===== src/rtl/cram_pkg.sv =====
package cram_pkg;
  parameter int CRAM_AW = 4;
  parameter int CRAM_DW = 4;

  typedef enum logic [1:0] {
    CRAM_IDLE  = 2'd0,
    CRAM_READ  = 2'd1,
    CRAM_WRITE = 2'd2
  } cram_op_e;
endpackage


===== src/rtl/cram_addr_latch.sv =====
module cram_addr_latch #(
  parameter int AW = cram_pkg::CRAM_AW
) (
  input  logic              clk,
  input  logic              rst,
  input  logic              sel_n,
  input  logic              wr_n,
  input  logic [AW-1:0]     addr_in,
  output logic [AW-1:0]     word_sel,
  output cram_pkg::cram_op_e op
);
  logic          sel_hist;   // sel_n as sampled one edge earlier
  logic [AW-1:0] addr_q;
  logic          open_edge;

  assign open_edge = sel_hist & ~sel_n;
  // On the capturing edge the new address is already in force.
  assign word_sel  = open_edge ? addr_in : addr_q;

  always_comb begin
    if (sel_n)      op = cram_pkg::CRAM_IDLE;
    else if (wr_n)  op = cram_pkg::CRAM_READ;
    else            op = cram_pkg::CRAM_WRITE;
  end

  always_ff @(posedge clk) begin
    if (rst) begin
      sel_hist <= 1'b1;
      addr_q   <= '0;
    end else begin
      sel_hist <= sel_n;
      if (open_edge) addr_q <= addr_in;
    end
  end
endmodule


===== src/rtl/cram_array.sv =====
module cram_array #(
  parameter int AW = cram_pkg::CRAM_AW,
  parameter int DW = cram_pkg::CRAM_DW
) (
  input  logic          clk,
  input  logic          we,
  input  logic [AW-1:0] idx,
  input  logic [DW-1:0] wdata,
  output logic [DW-1:0] rdata
);
  localparam int DEPTH = 1 << AW;

  logic [DW-1:0] cells [DEPTH];

  for (genvar w = 0; w < DEPTH; w++) begin : g_word
    always_ff @(posedge clk) begin
      if (we && (idx == AW'(w))) cells[w] <= wdata;
    end
  end

  assign rdata = cells[idx];
endmodule


===== src/rtl/cram_rdport.sv =====
module cram_rdport #(
  parameter int DW = cram_pkg::CRAM_DW
) (
  input  logic               clk,
  input  logic               rst,
  input  cram_pkg::cram_op_e op,
  input  logic [DW-1:0]      word,
  output logic [DW-1:0]      dout,
  output logic               dout_en
);
  always_ff @(posedge clk) begin
    if (rst) begin
      dout    <= '0;
      dout_en <= 1'b0;
    end else if (op == cram_pkg::CRAM_READ) begin
      dout    <= ~word;
      dout_en <= 1'b1;
    end else begin
      dout    <= '0;
      dout_en <= 1'b0;
    end
  end
endmodule


===== src/rtl/cscratch_ram.sv =====
module cscratch_ram #(
  parameter int AW = cram_pkg::CRAM_AW,
  parameter int DW = cram_pkg::CRAM_DW
) (
  input  logic          clk,
  input  logic          rst,
  input  logic          sel_n,
  input  logic          wr_n,
  input  logic [AW-1:0] addr_in,
  input  logic [DW-1:0] din,
  output logic [DW-1:0] dout,
  output logic          dout_en
);
  logic [AW-1:0]      word_sel;
  logic [DW-1:0]      word_q;
  cram_pkg::cram_op_e op;
  logic               do_write;

  cram_addr_latch #(.AW(AW)) u_latch (
    .clk(clk), .rst(rst), .sel_n(sel_n), .wr_n(wr_n),
    .addr_in(addr_in), .word_sel(word_sel), .op(op)
  );

  assign do_write = (op == cram_pkg::CRAM_WRITE) && !rst;

  cram_array #(.AW(AW), .DW(DW)) u_array (
    .clk(clk), .we(do_write), .idx(word_sel), .wdata(din), .rdata(word_q)
  );

  cram_rdport #(.DW(DW)) u_rdport (
    .clk(clk), .rst(rst), .op(op), .word(word_q),
    .dout(dout), .dout_en(dout_en)
  );
endmodule


===== config.mk =====
export PLATFORM = sky130hd
export DESIGN_NAME = cscratch_ram
export DESIGN_NICKNAME = d
export VERILOG_FILES = /design/src/rtl/cram_pkg.sv /design/src/rtl/cram_addr_latch.sv /design/src/rtl/cram_array.sv /design/src/rtl/cram_rdport.sv /design/src/rtl/cscratch_ram.sv
export SDC_FILE = /design/constraint.sdc
export NUM_CORES = 1
export LEC_CHECK = 0
export ABC_CLOCK_PERIOD_IN_PS = 2400
export BUFFER_PORTS_ARGS = -buffer_cell sky130_fd_sc_hd__buf_4
export CORE_ASPECT_RATIO = 1.4
export CORE_MARGIN = 4
export CORE_UTILIZATION = 59
export DETAILED_ROUTE_END_ITERATION = 10
export HOLD_SLACK_MARGIN = 0.15
export PLACE_DENSITY_LB_ADDON = 0.15
export SYNTH_ARGS = -nofsm -noshare
export SYNTH_HDL_FRONTEND = slang
export SYNTH_HIERARCHICAL = 1
export SYNTH_SLANG_ARGS = --single-unit

===== constraint.sdc =====
create_clock -name clk -period 2.4 [get_ports clk]
set_input_delay 0.36 -clock clk [delete_from_list [all_inputs] [get_ports clk]]
set_output_delay 0.36 -clock clk [all_outputs]
set_load 0.01 [all_outputs]

## Word level (Yosys, flattened, before mapping)

Memories as Yosys holds them, arrays and structs flattened.
Cells that the tools add are included.
W data, S select, Z words.

| cells by class | value |
|---|---|
| eq/ne operators | 17 |
| $mul | 0 |
| reduce and logical (&&, ||, !) cells | 35 |
| add/sub/neg operators | 0 |
| $lt $le $gt $ge | 0 |
| divide/modulo/power cells | 0 |
| bitwise gates (word level) | 4 |
| mux-type cells | 81 |
| shifts and indexed selects | 0 |

Operators with widths:

| operator | count |
|---|---|
| $mux W4 | 31 |
| $reduce_or A4 Y1 | 15 |
| $mux W1 | 48 |
| $eq A4 B4 Y1 const B | 8 |
| $logic_and A1 B1 Y1 | 17 |
| $eq A4 B3 Y1 const B | 4 |
| $eq A4 B2 Y1 const B | 2 |
| $eq A4 B1 Y1 const B | 1 |
| $logic_not A4 Y1 | 1 |
| $mux W2 | 2 |
| $not A4 Y4 | 1 |
| $eq A2 B1 Y1 const B | 1 |
| $eq A2 B2 Y1 const B | 1 |
| $not A1 Y1 | 2 |
| $reduce_or A2 Y1 | 1 |
| $and A1 B1 Y1 | 1 |
| $logic_not A1 Y1 | 1 |

| word-level totals | value |
|---|---|
| bits in read-only memories | 0 |
| word-level logic and storage cells | 142 |
| input port bits | 12 |
| output and inout bits | 5 |
| bits in writable memories | 64 |
| memories kept | 1 |
| register bits after elaboration | 10 |
| bits in latches | 0 |

Memories:

| memory | depth | bits a word | rd ports | clocked after Yosys merged registers in | wr ports | line | text |
|---|---|---|---|---|---|---|---|
| u_array.cells | 16 | 4 | 1 | 0 | 1 | cram_array.sv:13 | `logic [DW-1:0] cells [DEPTH];` |

## Longest topological paths before layout

| depth | value |
|---|---|
| word-level depth | 23 |
| depth in mapped cells | 8 |
| gate-level depth less buffers | 6 |

## Hierarchy

Netlist, hierarchy kept.

Modules (own cells, without submodules):

| module | area an instance (um2) | times used | cells each | sequential area each (um2) |
|---|---|---|---|---|
| cram_array | 2,578.7 | 1 | 129 | 1,921.8 |
| cram_addr_latch | 289.0 | 1 | 26 | 100.1 |
| cram_rdport | 142.6 | 1 | 10 | 100.1 |
| cscratch_ram | 12.5 | 1 | 1 | 0.0 |

## Least setup slack after synthesis

Ideal clock, no wire load.

| timing | value |
|---|---|
| path kind | input port to flip-flop |
| from | input sel_n |
| to | memory u_array/cells[0][0] (netlist name) (enable) |
| arrival | 1.795 ns |
| path buffers | 1 |
| data required time | 2.039 ns |
| path slack | 0.243 ns |
| library setup time | 0.361 ns |
| cell stages on the path | 5 |
| path through | nand2b_4 mux2_4 buf_4 or3b_2 nor3_1 |

| on the way | value |
|---|---|
| cells in the longest elaborated chain, start to end | 23 |
| elaborated cells between the ends (all ways) | 115 |
| classes of those cells | eq/ne (16); mux (64); bitwise (2); reduce/logical (33) |

Ends and longest elaborated chain:

| item | line | text |
|---|---|---|
| from (decl) | cscratch_ram.sv:7 | `input logic sel_n,` |
| $not A1 Y1 (*) | cram_addr_latch.sv:16 | `assign open_edge = sel_hist & ~sel_n;` |
| $and A1 B1 Y1 (*) | cram_addr_latch.sv:16 |  |
| $mux W4 (*) | cram_addr_latch.sv:18 | `assign word_sel = open_edge ? addr_in : addr_q;` |
| net word_sel[3] | cscratch_ram.sv:14 | `logic [AW-1:0] word_sel;` |
| $eq A4 B1 Y1 | cram_array.sv:17 | `if (we && (idx == AW'(w))) cells[w] <= wdata;` |
| $logic_and A1 B1 Y1 | cram_array.sv:17 |  |
| $mux W1 | cram_array.sv:17 |  |
| $mux W1 (implied by the code) | cram_array.sv:17 |  |
| $reduce_or A4 Y1 (no source line) | -- |  |
| $mux W4 (no source line) / $mux W1 (equally long branches) (15 in a row) | -- |  |
| to (decl) | cram_array.sv:13 |  |

Mark *: on every way through the listed nets, which the timed path passes. The rest lies on a longest branch.

## Final worst setup path

| timing | value |
|---|---|
| from | register u_latch.sel_hist |
| to | register u_rdport.dout[3] |

| on the way | value |
|---|---|
| cells in the longest elaborated chain, start to end | 4 |

Ends and longest elaborated chain:

| item | line | text |
|---|---|---|
| from (decl) | cram_addr_latch.sv:12 | `logic sel_hist;` |
| from (signal assigned) | cram_addr_latch.sv:31 | `sel_hist <= sel_n;` |
| $and A1 B1 Y1 | cram_addr_latch.sv:16 |  |
| $mux W4 | cram_addr_latch.sv:18 |  |
| net word_sel[0] | cscratch_ram.sv:14 |  |
| $mem_v2 Z16 W4 | -- |  |
| net word_q[3] | cscratch_ram.sv:15 | `logic [DW-1:0] word_q;` |
| $not A4 Y4 | cram_rdport.sv:16 | `dout <= ~word;` |
| to (signal assigned) | cram_rdport.sv:16 |  |
| to (decl) | cram_rdport.sv:8 | `output logic [DW-1:0] dout,` |

The timed path passes the listed nets, and every way through them passes these cells.
A chain may end at the register's enable or synchronous reset.

==> flow_metrics.py <==
metrics = {
    "floorplanning": {
        "start_util_pct": 61.5,
        "die_w_microns": 68.5,
        "coreArea_sq_um": 4920,
        "rows": 30,
        "die_h_microns": 92.7,
        "die-area_sq_um": 6350,
        "ios": 17,
    },
    "sta": {
        "period_share_pct": 96.1,
        "setup_viol": 0,
        "period_minus_slack_ns": 2.31,
        "fin_skew_ns": 0.00570,
        "rsz0062_at_grt": "false",
        "fmax_mhz": 434,
        "worstMarginPinSlew_ns": 0.430,
        "final-max-slew-violation-count": 0,
        "maxSlewHeadroom_pct": 71.2,
        "hold_viol": 0,
        "fin_setup_tns_ns": 0,
    },
    "detailed_routing": {
        "wl_per_cell_microns": 19.9,
        "first_pass_iters": 4,
        "drtAntennaViolNets": 0,
        "drc": 0,
        "drt_iter0_drc": 100,
        "vias_per_cell": 5.92,
        "route.vias.total": 1629,
        "drt-total-wl_mm": 5.48,
    },
    "finish": {
        "final_common_cell": "edfxtp_1",
        "instances_no_fill": 275,
        "nets": 218,
        "drive_gt1_share_pct": 33.2,
        "antenna_cells": 0,
        "synthToLayoutAreaGrowth_pct": 18.4,
        "layout_common_cells": "64 x edfxtp_1, 35 x buf_4, 14 x nor2_1",
    },
    "critical_path": {
        "start_kind": "flip-flop",
        "worstPathRequired_ns": 2.63,
        "crit_fanout": 14,
        "worstReg2RegEnd": "u_rdport/dout[3]",
        "r2r_slack_ns": 0.09,
        "end_kind": "flip-flop",
        "cp.arrival_ns": 2.54,
        "worst-setup-path-type": "reg -> reg",
        "ff2ff_path_depth": 7,
        "rr_startpoint": "u_latch/sel_hist",
    },
    "place": {
        "gp_congestion": 0.767,
        "portBuffers": 16,
        "place.detailed.hpwl_mm": 3.51,
        "dp.cells": 251,
    },
    "outcome": {
        "status": "finished, final reports clean",
    },
    "min_path": {
        "hp-start": "sel_n",
        "hold_class": "in -> reg",
        "whs_endpoint": "u_latch/sel_hist",
        "holdPathStages": 2,
    },
    "global_routing": {
        "antenna_found_initial": 0,
        "grt_max_degree": 24,
        "grt_pass1_wl_mm": 8.40,
        "grt_overflow": 0,
        "grt_usage_pct": 19.0,
        "grt_pass1_vias": 1673,
    },
    "power_and_ir_drop": {
        "pwr_density_cell_nw_per_um2": 800,
        "power_leakage_nw": 1.22,
        "p_total_mw": 2.86,
        "ir_drop_mv": 0.570,
    },
    "synthesis": {
        "netlist_top_cells_area": "edfxtp_1 64%, mux4_2 7.5%, dfxtp_1 6.6%",
        "ys_seq_elements": 74,
        "netlist_instances": 166,
        "synthesis.area_sq_um": 3020,
        "synth_top_area_share_pct": 63.6,
        "synth_top_cell_by_area": "edfxtp_1",
        "yosysWarnings": 6,
        "syn_area_per_cell_sq_um": 18.2,
        "seq_area_frac_synth_pct": 70.2,
        "postSynthNetCount": 178,
        "ys_types": 28,
    },
    "clocking": {
        "htree_levels": 3,
        "clock_latency_ns": 0.34,
        "cts_tree": "built",
        "clk_pin_slew_worst_paths_ns": 0.07,
        "cts_buffer_depth": 2,
        "cts_made_buffers": 9,
        "clkSinkCount": 74,
        "cts_root_buf": "clkbuf_8",
    },
    "run": {
        "drv_cap": 0,
    },
}
[where the power goes]
group	internal (mW)	total (mW)	switching, mW
logic	0.117	0.231	0.114
clock network	0.796	1.22	0.420
registers	1.41	1.41	0.00687
total	2.32	2.86	0.541
[sequential cells by signal (all words and copies together), names as in the netlist]
name	cells
u_array/cells	64
u_latch/addr_q	4
u_latch/sel_hist	1
u_rdport/dout	4
u_rdport/dout_en	1
[final cells by class]
type	instances	area (sq um)
fillers	296	1340
clock inverters	5	128
flip-flops and latches	74	2120
well taps	64	80.1
multi-input cells	86	855
repair buffers	35	263
clock buffers	11	131
[metal layers]
| metal | wire, microns | GRT usage, % |
|---|---|---|
| met5 | 0 | 0 |
| met4 | 51 | 5.97 |
| met3 | 235 | 6.55 |
| met2 | 2970 | 30.4 |
| met1 | 2220 | 24.1 |
[metrics by stage]
step                      cell area [sq um]  hold WS, ns  utilization, %  setup WS, ns
after floorplan                        3020        0.436               -         0.243
after global placement                 3260        0.457            66.2        0.0522
after detailed placement               3260        0.461            66.2        0.0141
after CTS                              3510        0.256            71.5         0.109
after global routing                   3580        0.268            72.8       0.00587
final                                  3580        0.281            72.8        0.0932
[cell usage after synthesis]
cell       count
dfxtp_1       10
nor3_1         4
nor4b_1        4
a22oi_2        1
nand4bb_1      4
mux4_1         6
nor2b_1        3
o21ai_1        4
buf_2          3
nor3b_1        1
nand3b_1       2
nand2_1        5
buf_4          1
or3b_2         1
buf_12         1
a22oi_1        3
clkbuf_1       1
nor2_1        14
nand2b_4       1
edfxtp_1      64
or2_2          1
nand2b_1       6
buf_6          1
nor3b_2        1
and2b_2        1
nand3_1        9
mux2_4         4
mux4_2        10
[worst max-delay path, cell delays in order (launching register included)]
cell	delay, ns
dfxtp_1	0.46
nand2b_4	0.08
mux2_4	0.39
buf_4	0.17
mux4_2	0.43
a22oi_1	0.24
nand3_1	0.11
nor4b_1	0.31
[kinds of logic (layout without fill, tap and decap cells)]
family          count (synthesis)  count (layout)  share of synthesized area, %
buf+inv                         7              51                          1.90
compound gates                  8               8                          1.82
flops                          74              74                          70.2
mux                            20              21                          14.7
simple gates                   57              57                          11.4
[worst max-delay path by stage]
| stage | startpoint | to | cells after the start |
|---|---|---|---|
| 2_1_floorplan | sel_n | u_array/cells[0][0] | 5 |
| 3_3_place_gp | sel_n | u_array/cells[2][2] | 6 |
| 3_5_place_dp | sel_n | u_array/cells[2][2] | 6 |
| 4_1_cts | u_latch/sel_hist | u_rdport/dout[0] | 6 |
| 5_1_grt | u_latch/sel_hist | u_rdport/dout[0] | 6 |
| 6_report | u_latch/sel_hist | u_rdport/dout[3] | 7 |
[what timing repair did]
action | 4_1_cts | 5_1_grt
setup buffers | 0 | 7
resized for setup | 0 | 0
hold buffers | 0 | 0
setup endpoints to repair | 0 | 1
(Power assumes the default switching activity.)
